<file path="config.mk">
export PLATFORM = sky130hd
export DESIGN_NAME = serial_rx_unit
export DESIGN_NICKNAME = d
export VERILOG_FILES = /design/src/rtl/srx_pkg.sv /design/src/rtl/srx_framer.sv /design/src/rtl/srx_store.sv /design/src/rtl/srx_flags.sv /design/src/rtl/serial_rx_unit.sv
export SDC_FILE = /design/constraint.sdc
export NUM_CORES = 1
export LEC_CHECK = 0
export BUFFER_PORTS_ARGS = -buffer_cell sky130_fd_sc_hd__buf_2
export CAP_MARGIN = 20
export CORE_MARGIN = 10
export CORE_UTILIZATION = 25
export CTS_CLUSTER_DIAMETER = 120
export DETAILED_ROUTE_END_ITERATION = 7
export PLACE_DENSITY = 0.47
export SLEW_MARGIN = 25
export SYNTH_ARGS = -nofsm -noshare
export SYNTH_HDL_FRONTEND = slang
export SYNTH_SLANG_ARGS = --single-unit
</file>
<file path="constraint.sdc">
create_clock -name clk -period 2.3 [get_ports clk]
set_input_delay 0.345 -clock clk [delete_from_list [all_inputs] [get_ports clk]]
set_output_delay 0.345 -clock clk [all_outputs]
set_load 0.05 [all_outputs]
</file>
<file path="src/rtl/srx_pkg.sv">
package srx_pkg;

  typedef enum logic [2:0] {
    S_IDLE,
    S_START,
    S_DATA,
    S_PAR,
    S_STOP,
    S_HOLD
  } rx_state_e;

  typedef struct packed {
    logic [7:0] data;
    logic       perr;
    logic       ferr;
    logic       brk;
  } rx_char_t;

endpackage

</file>
<file path="src/rtl/srx_framer.sv">
module srx_framer
  import srx_pkg::*;
#(
  parameter int OVS = 16
) (
  input  logic       clk,
  input  logic       rst_n,
  input  logic       tick,
  input  logic       rx,
  input  logic [1:0] cfg_len,
  input  logic       par_en,
  input  logic       par_odd,
  output logic       done,
  output rx_char_t   ch
);

  localparam int CW = $clog2(OVS);
  localparam logic [CW-1:0] MID  = CW'(OVS / 2 - 1);
  localparam logic [CW-1:0] LAST = CW'(OVS - 1);

  rx_state_e      state_q, state_d;
  logic [CW-1:0]  cnt_q, cnt_d;
  logic [2:0]     idx_q, idx_d;
  logic [7:0]     data_q, data_d;
  logic           xr_q, xr_d;
  logic           allz_q, allz_d;
  logic           done_d;
  rx_char_t       ch_d;
  logic [2:0]     last_idx;

  assign last_idx = 3'd4 + {1'b0, cfg_len};

  always_comb begin
    state_d = state_q;
    cnt_d   = cnt_q;
    idx_d   = idx_q;
    data_d  = data_q;
    xr_d    = xr_q;
    allz_d  = allz_q;
    done_d  = 1'b0;
    ch_d    = ch;
    case (state_q)
      S_IDLE: begin
        if (tick && !rx) begin
          state_d = S_START;
          cnt_d   = '0;
        end
      end
      S_START: begin
        if (tick) begin
          if (cnt_q == MID) begin
            cnt_d = '0;
            if (!rx) begin
              state_d = S_DATA;
              idx_d   = '0;
              data_d  = '0;
              xr_d    = 1'b0;
              allz_d  = 1'b1;
            end else begin
              state_d = S_IDLE;
            end
          end else begin
            cnt_d = cnt_q + 1'b1;
          end
        end
      end
      S_DATA: begin
        if (tick) begin
          if (cnt_q == LAST) begin
            cnt_d        = '0;
            data_d[idx_q] = rx;
            xr_d         = xr_q ^ rx;
            allz_d       = allz_q & !rx;
            if (idx_q == last_idx) begin
              state_d = par_en ? S_PAR : S_STOP;
            end else begin
              idx_d = idx_q + 1'b1;
            end
          end else begin
            cnt_d = cnt_q + 1'b1;
          end
        end
      end
      S_PAR: begin
        if (tick) begin
          if (cnt_q == LAST) begin
            cnt_d   = '0;
            xr_d    = xr_q ^ rx;
            allz_d  = allz_q & !rx;
            state_d = S_STOP;
          end else begin
            cnt_d = cnt_q + 1'b1;
          end
        end
      end
      S_STOP: begin
        if (tick) begin
          if (cnt_q == LAST) begin
            cnt_d     = '0;
            done_d    = 1'b1;
            ch_d.data = data_q;
            ch_d.perr = par_en && (xr_q != par_odd);
            ch_d.ferr = !rx;
            ch_d.brk  = allz_q && !rx;
            state_d   = rx ? S_IDLE : S_HOLD;
          end else begin
            cnt_d = cnt_q + 1'b1;
          end
        end
      end
      S_HOLD: begin
        if (rx) state_d = S_IDLE;
      end
      default: state_d = S_IDLE;
    endcase
  end

  always_ff @(posedge clk or negedge rst_n) begin
    if (!rst_n) begin
      state_q <= S_IDLE;
      cnt_q   <= '0;
      idx_q   <= '0;
      data_q  <= '0;
      xr_q    <= 1'b0;
      allz_q  <= 1'b0;
      done    <= 1'b0;
      ch      <= '0;
    end else begin
      state_q <= state_d;
      cnt_q   <= cnt_d;
      idx_q   <= idx_d;
      data_q  <= data_d;
      xr_q    <= xr_d;
      allz_q  <= allz_d;
      done    <= done_d;
      ch      <= ch_d;
    end
  end


  done_pulse_chk: assert property (@(posedge clk) disable iff (!rst_n)
    done |=> !done);

endmodule

</file>
<file path="src/rtl/srx_store.sv">
module srx_store #(
  parameter int DEPTH = 16,
  parameter int W     = 8
) (
  input  logic         clk,
  input  logic         rst_n,
  input  logic         fifo_en,
  input  logic         push,
  input  logic [W-1:0] wdata,
  input  logic         pop,
  output logic [W-1:0] rdata,
  output logic         empty,
  output logic         ovf
);

  localparam int AW   = (DEPTH > 1) ? $clog2(DEPTH) : 1;
  localparam int CNTW = $clog2(DEPTH + 1);

  logic [W-1:0]    mem [DEPTH];
  logic [AW-1:0]   wp_q, wp_d, rp_q, rp_d;
  logic [CNTW-1:0] cnt_q, cnt_d;
  logic            mode_q;
  logic            flush, full, do_push, do_pop;
  logic [CNTW-1:0] cap;

  assign cap     = fifo_en ? CNTW'(DEPTH) : CNTW'(1);
  assign flush   = (fifo_en != mode_q);
  assign full    = (cnt_q >= cap);
  assign empty   = (cnt_q == '0);
  assign do_push = push && !full && !flush;
  assign do_pop  = pop && !empty && !flush;
  assign ovf     = push && full && !flush;
  assign rdata   = mem[rp_q];

  function automatic logic [AW-1:0] nxt(input logic [AW-1:0] p);
    return (p == AW'(DEPTH - 1)) ? '0 : p + 1'b1;
  endfunction

  always_comb begin
    wp_d  = wp_q;
    rp_d  = rp_q;
    cnt_d = cnt_q;
    if (flush) begin
      wp_d  = '0;
      rp_d  = '0;
      cnt_d = '0;
    end else begin
      if (do_push) wp_d = nxt(wp_q);
      if (do_pop)  rp_d = nxt(rp_q);
      case ({do_push, do_pop})
        2'b10:   cnt_d = cnt_q + 1'b1;
        2'b01:   cnt_d = cnt_q - 1'b1;
        default: cnt_d = cnt_q;
      endcase
    end
  end

  always_ff @(posedge clk or negedge rst_n) begin
    if (!rst_n) begin
      wp_q   <= '0;
      rp_q   <= '0;
      cnt_q  <= '0;
      mode_q <= 1'b0;
    end else begin
      wp_q   <= wp_d;
      rp_q   <= rp_d;
      cnt_q  <= cnt_d;
      mode_q <= fifo_en;
    end
  end

  always_ff @(posedge clk) begin
    if (do_push) mem[wp_q] <= wdata;
  end


  fifo_bound_chk: assert property (@(posedge clk) disable iff (!rst_n)
    cnt_q <= CNTW'(DEPTH));


  ovf_keep_chk: assert property (@(posedge clk) disable iff (!rst_n)
    (ovf && !pop && $stable(fifo_en)) |=> ($stable(cnt_q) && $stable(rdata)));

endmodule

</file>
<file path="src/rtl/srx_flags.sv">
module srx_flags (
  input  logic clk,
  input  logic rst_n,
  input  logic done,
  input  logic perr,
  input  logic ferr,
  input  logic brk,
  input  logic ovf,
  input  logic stat_rd,
  input  logic data_ready,
  input  logic ie_rda,
  input  logic ie_ls,
  output logic oe,
  output logic pe,
  output logic fe,
  output logic bi,
  output logic irq_rda,
  output logic irq_ls
);

  logic oe_d, pe_d, fe_d, bi_d;

  always_comb begin
    oe_d = (oe && !stat_rd) || ovf;
    pe_d = (pe && !stat_rd) || (done && perr);
    fe_d = (fe && !stat_rd) || (done && ferr);
    bi_d = (bi && !stat_rd) || (done && brk);
  end

  always_ff @(posedge clk or negedge rst_n) begin
    if (!rst_n) begin
      oe <= 1'b0;
      pe <= 1'b0;
      fe <= 1'b0;
      bi <= 1'b0;
    end else begin
      oe <= oe_d;
      pe <= pe_d;
      fe <= fe_d;
      bi <= bi_d;
    end
  end

  assign irq_rda = ie_rda && data_ready;
  assign irq_ls  = ie_ls && (oe || pe || fe || bi);


  perr_cause_chk: assert property (@(posedge clk) disable iff (!rst_n)
    $rose(pe) |-> $past(done));


  stat_clear_chk: assert property (@(posedge clk) disable iff (!rst_n)
    (stat_rd && !done) |=> !(oe || pe || fe || bi));

endmodule

</file>
<file path="src/rtl/serial_rx_unit.sv">
module serial_rx_unit
  import srx_pkg::*;
#(
  parameter int FIFO_DEPTH = 16,
  parameter int OVS        = 16
) (
  input  logic       clk,
  input  logic       rst_n,
  input  logic       tick16,
  input  logic       rxd,
  input  logic [1:0] cfg_len,
  input  logic       cfg_par_en,
  input  logic       cfg_par_odd,
  input  logic       cfg_fifo_en,
  input  logic       ie_rda,
  input  logic       ie_ls,
  input  logic       rd_data_stb,
  input  logic       rd_stat_stb,
  output logic [7:0] rd_data,
  output logic       data_ready,
  output logic       err_overrun,
  output logic       err_parity,
  output logic       err_framing,
  output logic       err_break,
  output logic       irq_rda,
  output logic       irq_ls
);

  logic [1:0] rst_sync_q;
  logic       rst_sn;
  logic [1:0] rx_sync_q;
  logic       done, empty, ovf;
  rx_char_t   ch;

  always_ff @(posedge clk or negedge rst_n) begin
    if (!rst_n) rst_sync_q <= 2'b00;
    else        rst_sync_q <= {rst_sync_q[0], 1'b1};
  end
  assign rst_sn = rst_sync_q[1];

  always_ff @(posedge clk or negedge rst_sn) begin
    if (!rst_sn) rx_sync_q <= 2'b11;
    else         rx_sync_q <= {rx_sync_q[0], rxd};
  end

  srx_framer #(.OVS(OVS)) u_framer (
    .clk     (clk),
    .rst_n   (rst_sn),
    .tick    (tick16),
    .rx      (rx_sync_q[1]),
    .cfg_len (cfg_len),
    .par_en  (cfg_par_en),
    .par_odd (cfg_par_odd),
    .done    (done),
    .ch      (ch)
  );

  srx_store #(.DEPTH(FIFO_DEPTH), .W(8)) u_store (
    .clk     (clk),
    .rst_n   (rst_sn),
    .fifo_en (cfg_fifo_en),
    .push    (done),
    .wdata   (ch.data),
    .pop     (rd_data_stb),
    .rdata   (rd_data),
    .empty   (empty),
    .ovf     (ovf)
  );

  assign data_ready = !empty;

  srx_flags u_flags (
    .clk        (clk),
    .rst_n      (rst_sn),
    .done       (done),
    .perr       (ch.perr),
    .ferr       (ch.ferr),
    .brk        (ch.brk),
    .ovf        (ovf),
    .stat_rd    (rd_stat_stb),
    .data_ready (data_ready),
    .ie_rda     (ie_rda),
    .ie_ls      (ie_ls),
    .oe         (err_overrun),
    .pe         (err_parity),
    .fe         (err_framing),
    .bi         (err_break),
    .irq_rda    (irq_rda),
    .irq_ls     (irq_ls)
  );

endmodule

</file>
==> out/qor.csv, run 1 <==
metric,value,unit
Slew headroom,37.1,%
skew final,13.9,ps
Post-DP Area,9140,um^2
Synth Instances,532,
# rows,65,
post-synth cell types,57,
Die Ht,198,um
Die Wd,198,um
Mean Syn Cell Area,14.9,um^2
Post-synth EDFFs,128,
WS Path Type,flop to flop,
All-Layer GR Usage,9.77,%
Critical Path RT,2610,ps
largest net degree at the start of global routing,35,
wire length of the first global-routing pass,29.2,mm
post-synth top area cell,edfxtp_1,
Lkg Pwr,3.88,nW
Mapped Area,7930,um^2
clock-pin slew of the registers on the worst-case setup and hold paths,70,ps
PnR worst setup slack,-426,ps
Seq pwr share,51.0,%
Pint,5.45,mW
Routed WL,18.5,mm
path type of the worst min-delay path,primary input to flop,
Num CTS Buffers,17,
vias,4776,
Most used DFF post-synth,edfxtp_1,
total die area,39200,um^2
Worst Tran Pin Value,944,ps
endpoint class of the critical path,flop,
Yosys warning count,0,
core area,31400,um^2
synthesized net count,557,
max cap viols,0,
First-pass DRT Iterations,4,
RSZ-0062 raised after global routing,true,
Bufs on Longest Clock Path,2,
sequential area share after synthesis,65.6,%
First DRT Iteration DRCs,232,
antenna cell count,0,
Starting Density,25.2,%
largest cells by area after synthesis,"edfxtp_1, dfrtp_1, mux4_2",
post-synth top area share,48.5,%
H-tree levels,4,
layout cells sized above 1,35.3,%
# nets final,647,
routed vias/inst,4.61,
number of global-route vias before repair,5112,
final non-filler cell area,10300,um^2
Tcrit/Tclk final,119,%
status,"complete, but fails checks",
"flops & latches, synth",182,
Clock power frac,39.0,%
initial antenna violation count,0,
I/O pins,28,
crit path launch type,flop,
Post-Place Worst Slack,-618,ps
violated checks,setup timing,
final setup violation count,13,
pins over their slew limit,0,
Crit Path Max Fanout,4,
Final Hold Viols,0,
Final min period,2730,ps
gpl congestion,0.795,
port buffer count,27,
Sink Count,182,
dpl hpwl,12.0,mm
Power Density,725,nW/um^2
Overflow after GRT,0,
CTS tree,done,
Crit path arrival time,3040,ps
sw frac,26.8,%
clk_lat worst skew,430,ps
asr flop ratio synth,29.7,%
Max Freq,367,MHz
WL/cell,17.8,um
combinational share of power,10.0,%
Routed Antenna Nets,0,
maximum vdd drop,439,uV
CTS root buf,clkbuf_16,
switching power,2.00,mW
drt drc,0,
Area Overhead vs Synth,29.7,%
[cells in the mapped netlist, types with 3 or more instances]
cell / instances
xor2_1: 8
nand2_1: 25
xnor2_1: 3
o2bb2ai_1: 4
edfxtp_1: 128
ha_1: 12
nor3_1: 5
clkbuf_1: 14
nand3_1: 17
a21o_1: 3
inv_1: 15
mux2i_1: 12
nor2_1: 23
o21ai_0: 28
buf_2: 14
nand2b_1: 7
mux2_2: 9
o21ai_1: 3
a31oi_1: 4
and3_1: 14
a211oi_1: 10
buf_4: 3
a21oi_1: 22
and2_1: 5
or3_1: 7
dfrtp_1: 52
nor2b_1: 13
mux4_2: 32
[layer usage]
layer	part of all wire, %	track usage (%)	vias up
met2	48	15.9	79
li1	-	-	2220
met5	0	0	-
met4	0.92	2.31	0
met3	3.8	2.38	16
met1	47	12.8	2461
[sequential cells by signal (all words and copies together), names as in the netlist]
| signal | flops |
|---|---|
| u_store.wp_q | 4 |
| u_flags.pe | 1 |
| u_framer.state_q | 3 |
| u_framer.data_q | 8 |
| rst_sync_q | 2 |
| u_store.mem | 128 |
| u_flags.bi | 1 |
| u_store.rp_q | 4 |
| u_framer.idx_q | 3 |
| rx_sync_q | 2 |
| u_store.mode_q | 1 |
| u_framer.xr_q | 1 |
| u_store.cnt_q | 5 |
| u_framer.allz_q | 1 |
| u_framer.done | 1 |
| u_flags.fe | 1 |
| u_framer.ch | 11 |
| u_flags.oe | 1 |
| u_framer.cnt_q | 4 |
[cell type report]
type                       count  area [um^2]
sequential                   182         5200
clock inverter                15          165
clock buffer                  17          425
tap                          402          503
fill                        3095        21100
multi-input combinational    304         2800
timing repair buffer         102         1130
inverter                      15         56.3
[logic make-up after synthesis]
group,synth area share [%]
muxes,12.0
buffers and inverters,2.54
xor gates and xnor gates,1.22
AOI/OAI and AO/OA,7.72
and+or+nand+nor,8.98
adders and majority gates,1.89
DFF,65.6
other,0.0473
[critical path, stage by stage, from the launching register on]
cell,delay [ps]
dfrtp_1,370
or3_4,410
or3_4,400
nand2_4,80
nor2_4,50
ha_4,160
xor2_1,130
ha_2,220
a211oi_1,80
a2111oi_1,370
o21bai_1,130
xor2_1,160
nor2_1,50
[power by group through the flow]
stage          registers [mW]  clock network, mW  logic [mW]
6_report                 3.80               2.91       0.747
5_1_grt                  3.83               3.11       0.847
4_1_cts                  3.79               2.98       0.749
3_5_place_dp             3.86                  0       0.739
3_3_place_gp             3.86                  0       0.710
2_1_floorplan            3.72                  0       0.694
[cell usage in the layout, fill, tap and decap left out, types with 8 or more instances in the layout]
master     instances
nand3_1           17
ha_1               9
mux4_2            32
edfxtp_1         128
buf_12            25
buf_4             40
inv_1             15
buf_6             15
a21oi_2            9
xor2_1             8
a21oi_1           12
nand2_1           25
clkbuf_16         18
nor2_1            22
and3_1            14
o21ai_0           27
dfrtp_1           49
mux2_2             9
buf_2             17
[timing repair]
item	CTS	global route
setup buffers	10	11
gates resized for setup	62	23
setup endpoints to repair	14	14
pin swaps	26	17
gates cloned	3	0
hold buffers	2	0
hold endpoints to repair	3	0
[final timing paths]
kind,from,to,slack [ps],cells past startpoint
min in group asynchronous,rst_n,rst_sync_q[0],260,2
min,cfg_fifo_en,u_store.mode_q,150,2
max,u_store.cnt_q[2],u_store.cnt_q[4],-430,12
min reg2reg,rst_sync_q[1],u_framer.ch[8],260,0
max in group asynchronous,rst_sync_q[1],rx_sync_q[0],1380,1
max reg2reg,u_store.cnt_q[2],u_store.cnt_q[4],-430,12
[stage by stage]
stage                     std cells  hold slack, ps  utilization (%)  power, mW  setup TNS, ps
after CTS                      1031             128             32.4       7.52          -4310
after global routing           1037             142             32.7       7.79          -4710
after floorplan                 532            49.4                -       4.41          -1580
after detailed placement        984             135             29.1       4.60          -1750
final                          1037             145             32.7       7.45          -3700
after global placement          984             135             29.1       4.57          -1140
No activity file was read; power rests on OpenSTA's default activity.
==> inputs of run 2 (changes only) <==
- clock period: 2.3 -> 3.51 ns (I/O delays scaled with it)
==> run 2 against run 1 <==
  * The run now ends clean
  * Hold slack gained 54 ps
  * Sequential cell count is the same
  * Non-clock buffer count shrank 66
  * Design area shrank 11%
  * Final cell count shrank 6.4%
  * Largest power group unchanged
==> out/qor.csv, run 2 (synthesized netlist as in run 1, its figures left out) <==
metric,value,unit,change
Routed Antenna Nets,0,,unchanged
Die Ht,198,um,unchanged
# resized after CTS,0,,-100%
max cap viols,0,,unchanged
Slew headroom,46.6,%,+9.6 points
skew final,16.6,ps,+2.77 ps
I/O pins,28,,unchanged
Setup TNS,0,ps,+3700 ps
core area,31400,um^2,unchanged
total power,4.94,mW,-34%
CTS tree,done,,
number of global-route vias before repair,4599,,-10%
Num CTS Buffers,17,,unchanged
Hold Path Stages,1,,-1
FF-to-FF setup slack,350,ps,+780 ps
largest registers,"u_store.mem x128, u_framer.ch x11, u_framer.data_q x8",,
Die Wd,198,um,unchanged
# nets final,581,,-10%
worst r2r dst,u_store.cnt_q[4],,
Final min period,3270,ps,
crit path launch type,flop,,
Crit Path Max Fanout,21,,+17
Max Freq,305,MHz,
initial antenna violation count,0,,unchanged
pins over their slew limit,0,,unchanged
WP buf/inv,1,,+1
Bufs on Longest Clock Path,2,,unchanged
RSZ-0062 raised after global routing,false,,
Crit path arrival time,2750,ps,-290 ps
gpl congestion,0.747,,-6.1%
First DRT Iteration DRCs,312,,+34%
path type of the worst min-delay path,primary input to flop,,
CTS Hold Bufs,1,,-1
H-tree levels,4,,unchanged
reg2reg start,u_store.cnt_q[1],,
WHS Endpoint,rx_sync_q[0],,
maximum vdd drop,342,uV,-22%
Tcrit/Tclk final,93.3,%,
Worst Reg-to-Reg Cells,12,,unchanged
Final Hold Viols,0,,unchanged
Area Overhead vs Synth,15.3,%,
First-pass DRT Iterations,4,,unchanged
most frequent cells in the layout,"edfxtp_1, dfrtp_1, mux4_2",,
WL/cell,16.8,um,-6.0%
Sink Count,182,,unchanged
WS Path Type,flop to primary output,,
hold_ws,199,ps,+53.8 ps
Post-CTS Setup Inserts,0,,-10
worst hold start,rxd,,
antenna cell count,0,,unchanged
Lkg Pwr,3.35,nW,-14%
Routed WL,16.3,mm,-12%
max reg flops,128,,unchanged
vias,4391,,-8.1%
drt drc,0,,unchanged
CP Cell Sequence,"mux4_2, nor2b_1, a211oi_1, a21oi_1, buf_2",,
routed vias/inst,4.52,,-1.8%
Top reg by flops,u_store.mem,,
endpoint class of the critical path,primary output,,
Critical Path RT,2980,ps,+370 ps
slowest CP cell,dfrtp_2,,
total die area,39200,um^2,unchanged
Multi-input gate area,2530,um^2,-9.4%
FF/Latch Area,5200,um^2,about the same
clk_lat worst skew,440,ps,about the same
"commonest non-fill, non-tap cell in the layout",edfxtp_1,,
CTS root buf,clkbuf_16,,
# fillers,3143,,+1.6%
"CP delay by family, top",flip-flops,,
wire length of the first global-routing pass,26.1,mm,-11%
Overflow after GRT,0,,unchanged
All-Layer GR Usage,8.61,%,-1.2 points
dpl hpwl,10.9,mm,-9.3%
largest net degree at the start of global routing,42,,+20%
status,"complete, no violations",,
Starting Density,25.2,%,unchanged
# rows,65,,unchanged
port buffer count,27,,unchanged
layout cells sized above 1,21.4,%,-14 points
critical path's largest stage delay,810,ps,+400 ps
clock-pin slew of the registers on the worst-case setup and hold paths,80,ps,about the same
Power Density,540,nW/um^2,-25%
final setup violation count,0,,-13
Worst Tran Pin Value,801,ps,-143 ps
[run 2: changes by cell type in the layout (fill, tap and decap cells not counted), moves of 8 or more]
| cell | previous run | this run |
|---|---|---|
| buf_6 | 15 | 0 |
| a21oi_2 | 9 | 0 |
| buf_4 | 40 | 7 |
| buf_12 | 25 | 1 |
| buf_2 | 17 | 27 |
| a211oi_1 | 2 | 10 |
| a21oi_1 | 12 | 22 |
[run 2: cell type report]
class | instances | share of cell area [%]
Sequential cell | 182 | 56.9
Tap cell | 402 | 5.50
Clock buffer | 17 | 4.65
Multi-Input combinational cell | 304 | 27.7
Clock inverter | 15 | 2.22
Timing Repair Buffer | 36 | 2.38
Inverter | 15 | 0.616
[run 2: power breakdown]
part	leakage [nW]	total (mW)	switching, mW	internal [mW]
Sequential	2.04	2.50	0.153	2.34
Clock	0.302	1.98	0.946	1.04
Combinational	1.01	0.460	0.258	0.202
Total	3.35	4.94	1.36	3.58
[run 2: per-layer routing]
| layer | vias to the layer above | routed length [um] | share of wire (%) | global-route usage [%] |
|---|---|---|---|---|
| met4 | 0 | 116 | 0.71 | 2.22 |
| met3 | 9 | 532 | 3.3 | 2.39 |
| met2 | 55 | 8080 | 50 | 14.2 |
| li1 | 2083 | - | - | - |
| met1 | 2244 | 7560 | 46 | 10.8 |
| met5 | - | 0 | 0 | 0 |
[run 2: through the flow]
step / instances / cell area, um^2 / utilization, % / setup WS [ps]
after floorplan: 532 / 7930 / - / 327
final: 971 / 9140 / 29.1 / 235
after global routing: 971 / 9140 / 29.1 / 32.6
after global placement: 938 / 8490 / 27.1 / 413
after detailed placement: 938 / 8490 / 27.1 / 353
after CTS: 971 / 9130 / 29.1 / 165
[run 2: worst max path at each step]
| stage | from | end | slack, ps | cells past startpoint |
|---|---|---|---|---|
| CTS | u_store.rp_q[0] | rd_data[6] | 170 | 5 |
| detailed placement | cfg_fifo_en | u_store.cnt_q[4] | 350 | 15 |
| global placement | cfg_fifo_en | u_store.cnt_q[4] | 410 | 15 |
| global route | u_store.rp_q[0] | rd_data[1] | 30 | 5 |
| finish | u_store.rp_q[0] | rd_data[1] | 240 | 5 |
| floorplan | cfg_fifo_en | u_store.cnt_q[4] | 330 | 16 |
